## src/rtl/wdme_pkg.sv

```systemverilog
package wdme_pkg;
  localparam int ADDR_W = 8;
  localparam int DATA_W = 32;

  localparam logic [ADDR_W-1:0] OFS_CFG    = 8'h00;
  localparam logic [ADDR_W-1:0] OFS_STATUS = 8'h04;
  localparam logic [ADDR_W-1:0] OFS_CMD    = 8'h08;
  localparam logic [ADDR_W-1:0] OFS_UNLOCK = 8'h0C;
  localparam logic [ADDR_W-1:0] OFS_TICK   = 8'h10;

  localparam int CFG_PER_LSB = 4;
  localparam int CFG_INT_BIT = 12;
  localparam int CFG_RST_BIT = 15;
  localparam int STS_CNT_LSB = 4;
  localparam int STS_EXP_LSB = 12;
  localparam int CMD_START_BIT = 0;
  localparam int CMD_STOP_BIT  = 1;

  typedef struct packed {
    logic loadCount;
    logic decCount;
    logic clrExp;
    logic incExp;
    logic fireRst;
    logic fireIrq;
  } wdme_strobe_t;
endpackage

```

## src/rtl/wdme_ticker.sv

```systemverilog
module wdme_ticker
  import wdme_pkg::*;
#(
  parameter int REG_W = DATA_W
) (
  input  logic             clk,
  input  logic             rstN,
  input  logic             refPulse,
  input  logic             wrEn,
  input  logic [REG_W-1:0] wrData,
  output logic [REG_W-1:0] tickReg,
  output logic             tick
);
  localparam int RELOAD_W = REG_W - 2;

  logic                tickEn;
  logic                periodic;
  logic [RELOAD_W-1:0] reload;
  logic [RELOAD_W-1:0] refCnt;
  logic                atEnd;

  assign tickEn   = tickReg[REG_W-1];
  assign periodic = tickReg[REG_W-2];
  assign reload   = tickReg[RELOAD_W-1:0];
  assign atEnd    = (refCnt == reload - RELOAD_W'(1));
  assign tick     = refPulse && tickEn && (reload != '0) && atEnd && !wrEn;

  always_ff @(posedge clk) begin
    if (!rstN) begin
      tickReg <= '0;
      refCnt  <= '0;
    end else if (wrEn) begin
      tickReg <= wrData;
      refCnt  <= '0;
    end else if (refPulse && tickEn && (reload != '0)) begin
      if (atEnd) begin
        refCnt <= '0;
        if (!periodic) tickReg[REG_W-1] <= 1'b0;
      end else begin
        refCnt <= refCnt + RELOAD_W'(1);
      end
    end
  end
endmodule

```

## src/rtl/wdme_ctrl.sv

```systemverilog
module wdme_ctrl
  import wdme_pkg::*;
#(
  parameter int PERIOD_W = 8,
  parameter int EXP_W    = 2,
  parameter int SEL_W    = 4,
  parameter int KEY_W    = 16,
  parameter logic [KEY_W-1:0] UNLOCK_KEY = 16'hC45A
) (
  input  logic                clk,
  input  logic                rstN,
  input  logic                busWr,
  input  logic [ADDR_W-1:0]   busAddr,
  input  logic [DATA_W-1:0]   busWdata,
  input  logic                tick,
  input  logic [PERIOD_W-1:0] countVal,
  input  logic [EXP_W-1:0]    expVal,
  input  logic [DATA_W-1:0]   tickReg,
  output wdme_strobe_t        strobe,
  output logic [PERIOD_W-1:0] period,
  output logic                tickWr,
  output logic [DATA_W-1:0]   tickWrData,
  output logic [DATA_W-1:0]   busRdata
);
  logic [SEL_W-1:0] cfgSel;
  logic             cfgInt;
  logic             cfgRst;
  logic             running;
  logic             unlocked;
  logic             cfgWr;
  logic             cmdWr;
  logic             unlockWr;
  logic             stopOk;
  logic             startReq;
  logic             finalExp;
  logic             countLast;
  logic             expLast;

  assign cfgWr      = busWr && (busAddr == OFS_CFG);
  assign cmdWr      = busWr && (busAddr == OFS_CMD);
  assign unlockWr   = busWr && (busAddr == OFS_UNLOCK);
  assign tickWr     = busWr && (busAddr == OFS_TICK);
  assign tickWrData = busWdata;

  assign stopOk    = cmdWr && busWdata[CMD_STOP_BIT] && unlocked;
  assign startReq  = cmdWr && busWdata[CMD_START_BIT] && !stopOk;
  assign countLast = (countVal <= PERIOD_W'(1));
  assign expLast   = (expVal == {EXP_W{1'b1}});

  always_comb begin
    strobe   = '0;
    finalExp = 1'b0;
    if (startReq) begin
      strobe.loadCount = 1'b1;
      strobe.clrExp    = 1'b1;
    end else if (running && !stopOk && tick) begin
      if (countLast) begin
        strobe.loadCount = 1'b1;
        if (expLast) begin
          finalExp       = 1'b1;
          strobe.fireRst = cfgRst;
        end else begin
          strobe.incExp  = 1'b1;
          strobe.fireIrq = cfgInt && (expVal == '0);
        end
      end else begin
        strobe.decCount = 1'b1;
      end
    end
  end

  always_ff @(posedge clk) begin
    if (!rstN) begin
      cfgSel   <= '0;
      period   <= '0;
      cfgInt   <= 1'b0;
      cfgRst   <= 1'b0;
      running  <= 1'b0;
      unlocked <= 1'b0;
    end else begin
      if (cfgWr) begin
        cfgSel <= busWdata[SEL_W-1:0];
        period <= busWdata[CFG_PER_LSB +: PERIOD_W];
        cfgInt <= busWdata[CFG_INT_BIT];
        cfgRst <= busWdata[CFG_RST_BIT];
      end
      if (unlockWr)   unlocked <= (busWdata[KEY_W-1:0] == UNLOCK_KEY);
      else if (cmdWr) unlocked <= 1'b0;
      if (stopOk)        running <= 1'b0;
      else if (startReq) running <= 1'b1;
      else if (finalExp) running <= 1'b0;
    end
  end

  always_comb begin
    busRdata = '0;
    case (busAddr)
      OFS_CFG: begin
        busRdata[SEL_W-1:0]              = cfgSel;
        busRdata[CFG_PER_LSB +: PERIOD_W] = period;
        busRdata[CFG_INT_BIT]             = cfgInt;
        busRdata[CFG_RST_BIT]             = cfgRst;
      end
      OFS_STATUS: begin
        busRdata[STS_CNT_LSB +: PERIOD_W] = countVal;
        busRdata[STS_EXP_LSB +: EXP_W]    = expVal;
      end
      OFS_TICK: busRdata = tickReg;
      default:  busRdata = '0;
    endcase
  end
endmodule

```

## src/rtl/wdme_dpath.sv

```systemverilog
module wdme_dpath
  import wdme_pkg::*;
#(
  parameter int PERIOD_W = 8,
  parameter int EXP_W    = 2
) (
  input  logic                clk,
  input  logic                rstN,
  input  wdme_strobe_t        strobe,
  input  logic [PERIOD_W-1:0] period,
  output logic [PERIOD_W-1:0] countVal,
  output logic [EXP_W-1:0]    expVal,
  output logic                irqPulse,
  output logic                sysRstReq
);
  always_ff @(posedge clk) begin
    if (!rstN) begin
      countVal  <= '0;
      expVal    <= '0;
      irqPulse  <= 1'b0;
      sysRstReq <= 1'b0;
    end else begin
      if (strobe.loadCount)     countVal <= period;
      else if (strobe.decCount) countVal <= countVal - PERIOD_W'(1);
      if (strobe.clrExp)        expVal <= '0;
      else if (strobe.incExp)   expVal <= expVal + EXP_W'(1);
      irqPulse  <= strobe.fireIrq;
      sysRstReq <= strobe.fireRst;
    end
  end
endmodule

```

## src/rtl/wdme_top.sv

```systemverilog
module wdme_top
  import wdme_pkg::*;
#(
  parameter int PERIOD_W = 8,
  parameter int EXP_W    = 2
) (
  input  logic              clk,
  input  logic              rstN,
  input  logic              refPulse,
  input  logic              busWr,
  input  logic [ADDR_W-1:0] busAddr,
  input  logic [DATA_W-1:0] busWdata,
  output logic [DATA_W-1:0] busRdata,
  output logic              irqPulse,
  output logic              sysRstReq
);
  wdme_strobe_t        strobe;
  logic [PERIOD_W-1:0] period;
  logic [PERIOD_W-1:0] countVal;
  logic [EXP_W-1:0]    expVal;
  logic [DATA_W-1:0]   tickReg;
  logic [DATA_W-1:0]   tickWrData;
  logic                tickWr;
  logic                tick;

  wdme_ticker #(.REG_W(DATA_W)) u_tick (
    .clk(clk), .rstN(rstN), .refPulse(refPulse),
    .wrEn(tickWr), .wrData(tickWrData), .tickReg(tickReg), .tick(tick)
  );

  wdme_ctrl #(.PERIOD_W(PERIOD_W), .EXP_W(EXP_W)) u_ctrl (
    .clk(clk), .rstN(rstN), .busWr(busWr), .busAddr(busAddr),
    .busWdata(busWdata), .tick(tick), .countVal(countVal), .expVal(expVal),
    .tickReg(tickReg), .strobe(strobe), .period(period), .tickWr(tickWr),
    .tickWrData(tickWrData), .busRdata(busRdata)
  );

  wdme_dpath #(.PERIOD_W(PERIOD_W), .EXP_W(EXP_W)) u_dp (
    .clk(clk), .rstN(rstN), .strobe(strobe), .period(period),
    .countVal(countVal), .expVal(expVal), .irqPulse(irqPulse),
    .sysRstReq(sysRstReq)
  );
endmodule

```

## config.mk

```make
export PLATFORM = sky130hd
export DESIGN_NAME = wdme_top
export DESIGN_NICKNAME = d
export VERILOG_FILES = /design/src/rtl/wdme_pkg.sv /design/src/rtl/wdme_ticker.sv /design/src/rtl/wdme_ctrl.sv /design/src/rtl/wdme_dpath.sv /design/src/rtl/wdme_top.sv
export SDC_FILE = /design/constraint.sdc
export NUM_CORES = 1
export LEC_CHECK = 0
export BUFFER_PORTS_ARGS = -buffer_cell sky130_fd_sc_hd__clkbuf_2
export CAP_MARGIN = 20
export CORE_UTILIZATION = 58
export DETAILED_ROUTE_END_ITERATION = 16
export PLACE_DENSITY = 0.91
export SYNTH_ARGS = -nofsm -noshare
export SYNTH_HDL_FRONTEND = slang
export SYNTH_SLANG_ARGS = --single-unit
```

## constraint.sdc

```tcl
create_clock -name clk -period 4.1 [get_ports clk]
set_input_delay 0.41 -clock clk [delete_from_list [all_inputs] [get_ports clk]]
set_output_delay 0.41 -clock clk [all_outputs]
set_load 0.01 [all_outputs]
```

Word level (Yosys, flattened, before mapping)
Index checks and enable logic that the tools add are counted.
Widths: inputs -> output; s select.
- flip-flop bits (word level): 90
- logic and storage cells: 94
- $add $sub $neg: 4
- eq/ne operators: 8
- multiplexer cells: 33
- bitwise operators: 4
- magnitude comparators: 1
- reductions and logical operators: 31
- operators with widths (kind ; count):
    $add 30x1->30 const B ; 1
    $eq 30x30->1 ; 1
    $mux 30 ; 1
    $reduce_bool 30->1 ; 1
    $sub 30x1->30 const B ; 1
    $pmux 9 s3 ; 1
    $mux 1 ; 21
    $eq 16x16->1 const B ; 1
    $eq 8x4->1 const B ; 2
    $mux 16 ; 1
    $mux 8 ; 2
    $logic_and 1x1->1 ; 15
    $reduce_bool 2->1 ; 5
    $reduce_or 5->1 ; 2
    $mux 3 ; 3
    $eq 8x3->1 const B ; 1
    $eq 8x5->1 const B ; 1
    $le 8x1->1 const B ; 1
    $logic_not 8->1 ; 1
    $pmux 4 s2 ; 1
    $sub 8x1->8 const B ; 1
    $reduce_or 2->1 ; 3
    $not 1->1 ; 4
    $pmux 1 s2 ; 2
    7 further kinds ; 8

Depth between registers and ports, before layout
Gate-level depths: netlist of the first run.
- word-level depth: 11
- gate-level depth with buffers: 15
- mapped depth without buffers: 11

Modules after synthesis
Synthesis of the first run repeated with hierarchy kept, for this count alone.
- cells, all modules: 732
- area, all modules: 5936.9 µm²
- modules (own cells, without submodules) (module ; area each (µm²) ; cells an instance ; times used):
    wdme_ticker ; 3751.1 ; 455 ; 1
    wdme_ctrl ; 1596.5 ; 208 ; 1
    wdme_dpath ; 589.3 ; 69 ; 1

Worst setup path after synthesis of the first run
OpenSTA, ideal clock, no wires.
- path type: flip-flop to flip-flop
- from: register u_tick.tickReg[1]
- to: register u_dp.countVal[3]
- data required time: 4025 ps
- path slack: 676 ps
- arrival: 3349 ps
- period minus slack after synthesis: 3424 ps
- stages on the path, launching flop included: 15
- path through: dfxtp_1 clkbuf_1 inv_1 ha_1 buf_2 or4b_1 nor4_1 xnor2_1 a221oi_2 o2111ai_2 or4_4 buf_6 o31ai_4 a41oi_1 o22ai_1
- cells in the longest elaborated chain, start to end: 8
- elaborated cells between the ends (all ways): 12
- classes of those cells: add/sub (1); eq/ne (1); mux (4); reduce/logical (6)
- RTL lines (what ; line ; RTL):
    start: declaration ; wdme_ticker.sv:11 ; output logic [REG_W-1:0] tickReg,
    start signal: assignment ; wdme_ticker.sv:33 ; tickReg <= wrData;
    $sub 30x1->30 or $reduce_bool 30->1 (tied branches) ; wdme_ticker.sv:25, wdme_ticker.sv:26 ;
    $eq 30x30->1 or $logic_and 1x1->1 (tied branches) ; wdme_ticker.sv:25, wdme_ticker.sv:26 ;
    $logic_and 1x1->1 * (2 in a row) ; wdme_ticker.sv:26 ; assign tick = refPulse && tickEn && (reload != '0) && atEnd && !wrEn;
    $logic_and 1x1->1 * ; wdme_ctrl.sv:56 ; end else if (running && !stopOk && tick) begin
    $mux 2 * ; wdme_ctrl.sv:56 ;
    $mux 1 ; wdme_ctrl.sv:53 ; if (startReq) begin
    $mux 8 or $reduce_bool 2->1 (tied branches) ; n/a ;
    end signal: assignment ; wdme_dpath.sv:23 ; if (strobe.loadCount) countVal <= period;
    end signal: assignment ; wdme_dpath.sv:24 ; else if (strobe.decCount) countVal <= countVal - PERIOD_W'(1);
    end: declaration ; wdme_dpath.sv:11 ; output logic [PERIOD_W-1:0] countVal,
Every way passes the cells marked *; elsewhere a longest branch is shown, timed or not.
A chain may end at the register's enable or synchronous reset.

Worst setup path after layout of the first run
- from: register u_tick.tickReg[1]
- to: register u_dp.countVal[2]
The elaborated chain is that of the path after synthesis.

==> flow_results.xml, run 1 <==
<?xml version="1.0" encoding="UTF-8"?>
<metrics>
  <group name="die">
    <metric name="initial_core_util" unit="%">60.9</metric>
    <metric name="die_w" unit="um">101</metric>
    <metric name="design.core.area" unit="sq um">9370</metric>
    <metric name="die-height" unit="um">101</metric>
    <metric name="ioPinCount" unit="">78</metric>
    <metric name="fp.dieArea" unit="sq um">10200</metric>
    <metric name="floorplan.rows" unit="">35</metric>
  </group>
  <group name="routing">
    <metric name="drt-total-wl" unit="mm">16.4</metric>
    <metric name="num_vias" unit="">5818</metric>
    <metric name="routedWlPerCell" unit="um">17.6</metric>
    <metric name="initialDrtViolationCount" unit="">368</metric>
    <metric name="drt_pre_antenna_iters" unit="">5</metric>
    <metric name="final_antenna_net_count" unit="">0</metric>
    <metric name="post-route-drc-count" unit="">0</metric>
    <metric name="drt-vias-per-instance" unit="">6.23</metric>
  </group>
  <group name="hold_path">
    <metric name="worst_hold_startpoint" unit="">busWdata[26]</metric>
    <metric name="min_path_type" unit="">primary input to register</metric>
  </group>
  <group name="pwr">
    <metric name="cellPowerDensity" unit="nW/um^2">243</metric>
    <metric name="p_leak" unit="nW">2.52</metric>
    <metric name="worst_vdd_drop" unit="mV">0.222</metric>
  </group>
  <group name="timing">
    <metric name="finalCriticalPeriod" unit="ns">3.80</metric>
    <metric name="timing.final.hold_violations" unit="">0</metric>
    <metric name="clock_skew" unit="ns">0.0144</metric>
    <metric name="setup_total_negative_slack" unit="ns">0</metric>
    <metric name="grt_setup_unrepaired" unit="">false</metric>
    <metric name="fmaxAchievable" unit="MHz">263</metric>
    <metric name="max_slew.worst_pin.slew" unit="ns">0.833</metric>
    <metric name="max_slew_margin" unit="%">44.0</metric>
    <metric name="layout_worst_path_cycle_share" unit="%">92.8</metric>
    <metric name="setup_violations" unit="">0</metric>
    <metric name="report.final.slew_viol_count" unit="">0</metric>
  </group>
  <group name="synthesis">
    <metric name="netlist_area" unit="sq um">5700</metric>
    <metric name="netlist.top_cell.by_area" unit="">sky130_fd_sc_hd__dfxtp_1</metric>
    <metric name="synth_sequential_area_ratio" unit="%">31.6</metric>
    <metric name="dominantRegCellSynth" unit="">sky130_fd_sc_hd__dfxtp_1</metric>
    <metric name="synth_warnings" unit="">0</metric>
    <metric name="ys_async_sr_fraction" unit="%">0</metric>
    <metric name="syn_nets" unit="">799</metric>
    <metric name="syn-instance-count" unit="">748</metric>
    <metric name="synth.ff_latch_count" unit="">90</metric>
    <metric name="synth_cell_types" unit="">75</metric>
    <metric name="synth_edf_count" unit="">0</metric>
    <metric name="netlist.area_leader.share" unit="%">31.6</metric>
    <metric name="synth.top_cells.by_area" unit="">sky130_fd_sc_hd__dfxtp_1 32%, sky130_fd_sc_hd__nand2_1 8.2%, sky130_fd_sc_hd__a21oi_1 4.9%, sky130_fd_sc_hd__xnor2_1 4.9%, sky130_fd_sc_hd__xor2_1 4.9%</metric>
    <metric name="average_cell_area_after_synthesis" unit="sq um">7.62</metric>
  </group>
  <group name="global_routing">
    <metric name="antenna_found_initial" unit="">0</metric>
    <metric name="grt.overflow.total" unit="">0</metric>
    <metric name="vias_in_the_first_global_route" unit="">5457</metric>
    <metric name="grt_start_max_net_pins" unit="">52</metric>
    <metric name="overall_fraction_of_global_route_tracks_in_use" unit="%">32.9</metric>
    <metric name="grt_pass1_wl" unit="mm">26.4</metric>
  </group>
  <group name="clocking">
    <metric name="cts_sinks" unit="">90</metric>
    <metric name="cts_inserted_buffers" unit="">9</metric>
    <metric name="maximum_buffer_depth_of_the_clock_tree" unit="">2</metric>
    <metric name="htree_num_levels" unit="">3</metric>
    <metric name="post-cts-setup-buffer-count" unit="">0</metric>
    <metric name="clk_root_buffer_cell" unit="">sky130_fd_sc_hd__clkbuf_8</metric>
    <metric name="clk-insertion-delay-late" unit="ns">0.38</metric>
    <metric name="clk_pin_slew" unit="ns">0.10</metric>
    <metric name="clock_tree_from_tritoncts" unit="">yes</metric>
  </group>
  <group name="critical_path">
    <metric name="timing.critical_path.arrival" unit="ns">4.06</metric>
    <metric name="critPathKind" unit="">register to register</metric>
    <metric name="largest_stage_delay_on_the_critical_path" unit="ns">0.59</metric>
    <metric name="setup.worst_path.start_class" unit="">register</metric>
    <metric name="timing.critical_path.cells" unit="">inv_1 &gt; ha_2 &gt; nor4b_2 &gt; nand2_1 &gt; or4_1 &gt; a2111oi_0 &gt; or4b_1 &gt; o41ai_2 &gt; buf_4 &gt; nand2b_1 &gt; a21bo_1 &gt; a21oi_1</metric>
    <metric name="critical-path-slowest-cell" unit="">sky130_fd_sc_hd__or4_1</metric>
    <metric name="r2r_slack" unit="ns">0.30</metric>
    <metric name="timing.critical_path.from" unit="">u_tick.tickReg[1]</metric>
    <metric name="worst_setup_path_end_kind" unit="">register</metric>
    <metric name="critical_path.max_fanout" unit="">15</metric>
    <metric name="critPathRequiredTime" unit="ns">4.35</metric>
    <metric name="r2r_start" unit="">u_tick.tickReg[1]</metric>
  </group>
  <group name="final_layout">
    <metric name="most_common_cell_after_layout_fill_and_taps_aside" unit="">sky130_fd_sc_hd__nand2_1</metric>
    <metric name="drive_above_1_share" unit="%">16.1</metric>
    <metric name="final_net_count" unit="">851</metric>
    <metric name="n_antenna_cell" unit="">0</metric>
    <metric name="commonest_cells_after_routing_fill_and_taps_aside" unit="">125 x sky130_fd_sc_hd__nand2_1, 90 x sky130_fd_sc_hd__dfxtp_1, 77 x sky130_fd_sc_hd__clkbuf_2</metric>
    <metric name="synthToLayoutAreaGrowth" unit="%">11.4</metric>
    <metric name="instances_no_fill" unit="">934</metric>
    <metric name="final-seq-area" unit="sq um">1800</metric>
    <metric name="fillers" unit="">850</metric>
    <metric name="multi_input_logic_area" unit="sq um">3630</metric>
  </group>
  <group name="placement">
    <metric name="gp_congestion" unit="">0.943</metric>
    <metric name="port_buffer_count" unit="">77</metric>
    <metric name="hpwlAfterDp" unit="mm">12.3</metric>
    <metric name="numPlacedInstances" unit="">917</metric>
  </group>
  <group name="run_status">
    <metric name="run_status" unit="">finished clean</metric>
  </group>
  <group name="run">
    <metric name="timing.max_cap.violations" unit="">0</metric>
  </group>
</metrics>
==> timing repair <==
action / 4_1_cts / 5_1_grt
gates resized for setup: 0 / 1
hold buffers: 0 / 0
setup endpoints to repair: 0 / 2
==> final timing paths <==
kind,endpoint,cells after the start
setup / recovery,u_dp.countVal[2],12
hold / removal,u_tick.tickReg[26],3
setup reg to reg,u_dp.countVal[2],12
hold reg to reg,u_ctrl.cfgSel[3],2
==> state kept, by name, summed over array words and instances (netlist names) <==
signal / count
u_ctrl.cfgSel: 4
u_dp.sysRstReq: 1
u_ctrl.period: 8
u_ctrl.cfgRst: 1
u_ctrl.unlocked: 1
u_dp.countVal: 8
u_ctrl.running: 1
u_dp.irqPulse: 1
u_tick.refCnt: 30
u_ctrl.cfgInt: 1
u_dp.expVal: 2
u_tick.tickReg: 32
==> cell usage after synthesis, types with 3 or more instances <==
cell type	number
sky130_fd_sc_hd__nand2_1	125
sky130_fd_sc_hd__dfxtp_1	90
sky130_fd_sc_hd__nor2_1	70
sky130_fd_sc_hd__a21oi_1	56
sky130_fd_sc_hd__clkbuf_1	37
sky130_fd_sc_hd__nand3_1	37
sky130_fd_sc_hd__and3_1	32
sky130_fd_sc_hd__xnor2_1	32
sky130_fd_sc_hd__xor2_1	32
sky130_fd_sc_hd__nand4_1	17
sky130_fd_sc_hd__inv_1	16
sky130_fd_sc_hd__nor3_1	16
sky130_fd_sc_hd__o21ai_0	16
sky130_fd_sc_hd__nor4_1	15
sky130_fd_sc_hd__mux2i_1	14
sky130_fd_sc_hd__or3_1	12
sky130_fd_sc_hd__buf_2	9
sky130_fd_sc_hd__and4_1	7
sky130_fd_sc_hd__ha_1	7
sky130_fd_sc_hd__nor4b_1	6
sky130_fd_sc_hd__a22o_1	5
sky130_fd_sc_hd__o21ai_1	5
sky130_fd_sc_hd__a31oi_1	4
sky130_fd_sc_hd__nand2b_1	4
sky130_fd_sc_hd__nor2b_1	4
sky130_fd_sc_hd__o21bai_1	4
sky130_fd_sc_hd__or4_1	4
sky130_fd_sc_hd__a41oi_1	3
sky130_fd_sc_hd__and2_1	3
sky130_fd_sc_hd__nor4_4	3
sky130_fd_sc_hd__o22ai_1	3
sky130_fd_sc_hd__or2_2	3
==> report_power, final <==
part           leakage [nW]  switching, mW  internal [mW]
clock network        0.0940          0.356          0.233
logic                  1.70         0.0493         0.0307
registers             0.725        0.00118          0.874
==> critical path, delay by kind of cell (launching register included) <==
| kind | cells | cell delay (ns) |
|---|---|---|
| AO/OA/AOI/OAI | 4 | 0.84 |
| buffers and inverters | 2 | 0.38 |
| flip-flops | 1 | 0.42 |
| AND/OR/NAND/NOR | 5 | 1.74 |
| adder cells (fa/ha/maj) | 1 | 0.30 |
==> final cells by class <==
| cell class | instances | area share, % |
|---|---|---|
| Sequential cell | 90 | 28.4 |
| Tap cell | 129 | 2.54 |
| Inverter | 17 | 1.00 |
| Multi-Input combinational cell | 591 | 57.1 |
| Clock inverter | 7 | 0.965 |
| Timing Repair Buffer | 91 | 8.03 |
| Clock buffer | 9 | 1.95 |
==> routing by layer <==
metal | GRT usage, % | vias up | share of wire, %
li1 | - | 2739 | -
met1 | 42.4 | 2729 | 42
met2 | 53.7 | 292 | 47
met3 | 6.07 | 58 | 7.5
met4 | 14.9 | 0 | 4.0
met5 | 0 | - | 0
==> cell families (layout without fill, tap and decap cells) <==
logic type / count (synthesis) / after routing / share of synthesized area, %
compound gates: 127 / 127 / 14.6
simple gates: 378 / 378 / 34.6
flops: 90 / 90 / 31.6
fa+ha+maj: 7 / 7 / 1.54
buf+inv: 67 / 124 / 5.00
mux: 14 / 14 / 2.46
xor+xnor: 65 / 65 / 10.2
==> through the flow <==
step | hold WS [ns] | worst slack, ns | cell area, sq um | utilization, % | total power, mW
4_1_cts | 0.239 | 0.261 | 6340 | 67.6 | 1.55
3_3_place_gp | 0.447 | 0.416 | 6150 | 65.6 | 0.972
2_1_floorplan | 0.423 | 0.676 | 5700 | - | 0.934
6_report | 0.242 | 0.295 | 6350 | 67.8 | 1.54
5_1_grt | 0.259 | 0.0769 | 6350 | 67.8 | 1.59
3_5_place_dp | 0.457 | 0.295 | 6150 | 65.6 | 0.973
(Power assumes the default switching activity.)
==> run 2, diff against run 1 <==
--- a/config.mk
+++ b/config.mk
@@ -7,9 +7,11 @@
 export LEC_CHECK = 0
 export BUFFER_PORTS_ARGS = -buffer_cell sky130_fd_sc_hd__clkbuf_2
 export CAP_MARGIN = 20
-export CORE_UTILIZATION = 58
+export CORE_UTILIZATION = 60
+export CTS_BUF_LIST = sky130_fd_sc_hd__clkbuf_4 sky130_fd_sc_hd__clkbuf_8
 export DETAILED_ROUTE_END_ITERATION = 16
-export PLACE_DENSITY = 0.91
+export PLACE_DENSITY = 0.84
+export SETUP_SLACK_MARGIN = 0.05
 export SYNTH_ARGS = -nofsm -noshare
 export SYNTH_HDL_FRONTEND = slang
 export SYNTH_SLANG_ARGS = --single-unit
==> run 2 against run 1 <==
Effect of this change: design area is essentially flat; critical endpoint is now u_dp.countVal[5]; die area shrank 3.3%; final cell count shrank 0.21%; routed wire length grew 2.1%; core utilization grew 1.0 points; flip-flop and latch count is the same.
==> flow_results.xml, run 2 (synthesis gave the netlist of run 1 again) <==
<?xml version="1.0" encoding="UTF-8"?>
<metrics>
  <group name="critical_path">
    <metric name="largest_stage_delay_on_the_critical_path" unit="ns">0.62</metric>
    <metric name="reg2regPathDepth" unit="">11</metric>
    <metric name="critical-path-slowest-cell" unit="">sky130_fd_sc_hd__or4_4</metric>
    <metric name="timing.critical_path.arrival" unit="ns">4.10</metric>
    <metric name="worst_setup_path_end_kind" unit="">register</metric>
    <metric name="critical_path.max_fanout" unit="">11</metric>
    <metric name="critPathRequiredTime" unit="ns">4.40</metric>
    <metric name="worstSetupPathDepth" unit="">11</metric>
    <metric name="cp.buffers_inverters" unit="">1</metric>
    <metric name="path_delay_family" unit="">simple AND/OR/NAND/NOR gates</metric>
    <metric name="setup.worst_path.start_class" unit="">register</metric>
    <metric name="timing.critical_path.cells" unit="">inv_1 &gt; ha_1 &gt; nor4b_2 &gt; nand2_1 &gt; or3_1 &gt; a221oi_2 &gt; o2111ai_2 &gt; or4_4 &gt; o31ai_4 &gt; nand2_2 &gt; o21ai_1</metric>
    <metric name="critPathKind" unit="">register to register</metric>
  </group>
  <group name="clocking">
    <metric name="clk_root_buffer_cell" unit="">sky130_fd_sc_hd__clkbuf_8</metric>
    <metric name="post-cts-setup-buffer-count" unit="">0</metric>
    <metric name="cts_inserted_buffers" unit="">9</metric>
    <metric name="clk_pin_slew" unit="ns">0.09</metric>
    <metric name="maximum_buffer_depth_of_the_clock_tree" unit="">2</metric>
    <metric name="clk-insertion-delay-late" unit="ns">0.37</metric>
    <metric name="cts_sinks" unit="">90</metric>
    <metric name="htree_num_levels" unit="">3</metric>
    <metric name="clock_tree_from_tritoncts" unit="">yes</metric>
  </group>
  <group name="routing">
    <metric name="post-route-drc-count" unit="">0</metric>
    <metric name="drt_pre_antenna_iters" unit="">5</metric>
    <metric name="drt-vias-per-instance" unit="">6.19</metric>
    <metric name="initialDrtViolationCount" unit="">455</metric>
    <metric name="routedWlPerCell" unit="um">18.0</metric>
    <metric name="num_vias" unit="">5773</metric>
    <metric name="final_antenna_net_count" unit="">0</metric>
    <metric name="drt-total-wl" unit="mm">16.7</metric>
  </group>
  <group name="pwr">
    <metric name="clock_power_share" unit="%">41.7</metric>
    <metric name="p_leak" unit="nW">2.52</metric>
    <metric name="p_seq_share" unit="%">53.6</metric>
    <metric name="worst_vdd_drop" unit="mV">0.174</metric>
    <metric name="cellPowerDensity" unit="nW/um^2">257</metric>
    <metric name="cellInternalPower" unit="mW">1.26</metric>
    <metric name="p_switching" unit="mW">0.377</metric>
    <metric name="power.share.switching" unit="%">23.1</metric>
    <metric name="p_comb_share" unit="%">4.7</metric>
  </group>
  <group name="die">
    <metric name="initial_core_util" unit="%">61.7</metric>
    <metric name="ioPinCount" unit="">78</metric>
    <metric name="die_w" unit="um">99.5</metric>
    <metric name="design.core.area" unit="sq um">9240</metric>
    <metric name="floorplan.rows" unit="">35</metric>
    <metric name="fp.dieArea" unit="sq um">9900</metric>
    <metric name="die-height" unit="um">99.5</metric>
  </group>
  <group name="run_status">
    <metric name="run_status" unit="">finished clean</metric>
  </group>
  <group name="final_layout">
    <metric name="fillers" unit="">802</metric>
    <metric name="final_net_count" unit="">849</metric>
    <metric name="biggestRegsByFlops" unit="">u_tick.tickReg x32, u_tick.refCnt x30</metric>
    <metric name="final-seq-area" unit="sq um">1800</metric>
    <metric name="most_common_cell_after_layout_fill_and_taps_aside" unit="">sky130_fd_sc_hd__nand2_1</metric>
    <metric name="commonest_cells_after_routing_fill_and_taps_aside" unit="">125 x sky130_fd_sc_hd__nand2_1, 90 x sky130_fd_sc_hd__dfxtp_1, 77 x sky130_fd_sc_hd__clkbuf_2</metric>
    <metric name="registers.top_by_ff_count" unit="">u_tick.tickReg</metric>
    <metric name="n_antenna_cell" unit="">0</metric>
    <metric name="flip_flop_count_of_the_largest_register_after_layout" unit="">32</metric>
    <metric name="drive_above_1_share" unit="%">15.8</metric>
    <metric name="synthToLayoutAreaGrowth" unit="%">11.5</metric>
    <metric name="multi_input_logic_area" unit="sq um">3630</metric>
  </group>
  <group name="timing">
    <metric name="finalCriticalPeriod" unit="ns">3.80</metric>
    <metric name="timing.final.hold_violations" unit="">0</metric>
    <metric name="layout_worst_path_cycle_share" unit="%">92.6</metric>
    <metric name="fmaxAchievable" unit="MHz">263</metric>
    <metric name="max_slew.worst_pin.slew" unit="ns">0.814</metric>
    <metric name="clock_skew" unit="ns">0.00870</metric>
    <metric name="postLayoutSetupSlackWorst" unit="ns">0.302</metric>
    <metric name="max_slew_margin" unit="%">45.7</metric>
    <metric name="grt_setup_unrepaired" unit="">false</metric>
    <metric name="setup_violations" unit="">0</metric>
    <metric name="setup_total_negative_slack" unit="ns">0</metric>
    <metric name="report.final.slew_viol_count" unit="">0</metric>
  </group>
  <group name="placement">
    <metric name="dp_slack" unit="ns">0.261</metric>
    <metric name="port_buffer_count" unit="">77</metric>
    <metric name="hpwlAfterDp" unit="mm">12.6</metric>
    <metric name="gp_congestion" unit="">0.926</metric>
  </group>
  <group name="global_routing">
    <metric name="grt.overflow.total" unit="">0</metric>
    <metric name="antenna_found_initial" unit="">0</metric>
    <metric name="grt_pass1_wl" unit="mm">26.7</metric>
    <metric name="grt_start_max_net_pins" unit="">51</metric>
    <metric name="vias_in_the_first_global_route" unit="">5431</metric>
    <metric name="overall_fraction_of_global_route_tracks_in_use" unit="%">34.4</metric>
  </group>
  <group name="hold_path">
    <metric name="cells_on_worst_hold_path" unit="">3</metric>
    <metric name="min_path_type" unit="">primary input to register</metric>
  </group>
  <group name="run">
    <metric name="timing.max_cap.violations" unit="">0</metric>
  </group>
</metrics>
==> run 2: final cells by class <==
cell class	count	share of cell area, %
multi-input cells	591	57.2
inverters	17	1.00
flip-flops and latches	90	28.3
well taps	129	2.54
clock inverters	6	1.42
clock buffers	10	2.07
repair buffers	89	7.48
==> run 2: repair_timing <==
action / CTS / global route
gates resized for setup: 0 / 1
hold buffers: 0 / 0
setup endpoints to repair: 0 / 38
==> run 2: worst paths after layout <==
path                           from            endpoint  slack [ns]
setup / recovery  u_tick.tickReg[0]    u_dp.countVal[5]        0.30
hold / removal         busWdata[26]  u_tick.tickReg[26]        0.25
setup reg to reg  u_tick.tickReg[0]    u_dp.countVal[5]        0.30
hold reg to reg    u_ctrl.cfgSel[0]    u_ctrl.cfgSel[0]        0.46
==> run 2: routing by layer <==
metal  routed length, um  GRT usage (%)
met4                 713           17.9
met3                1110           5.83
met1                7020           44.0
met5                   0              0
met2                7890           55.8
==> run 2: worst min-delay path: cells and delay by family <==
kind                   cells  cell delay [ns]
and+or+nand+nor            1             0.04
AOI/OAI and AO/OA          1             0.05
buffers and inverters      1             0.08
==> run 2: power groups by stage <==
stage	Combinational, mW	Sequential, mW	Clock (mW)
finish	0.0775	0.875	0.680
global route	0.0833	0.875	0.722
CTS	0.0763	0.875	0.685
detailed placement	0.0759	0.896	0
global placement	0.0741	0.896	0
floorplan	0.0395	0.895	0
==> run 2: through the flow <==
stage	utilization [%]	power, mW	cell area [sq um]	cells	hold slack [ns]
2_1_floorplan	-	0.934	5700	748	0.423
3_3_place_gp	66.4	0.970	6130	916	0.445
3_5_place_dp	66.4	0.971	6130	916	0.451
4_1_cts	68.7	1.64	6350	932	0.244
5_1_grt	68.8	1.68	6360	932	0.268
6_report	68.8	1.63	6360	932	0.247
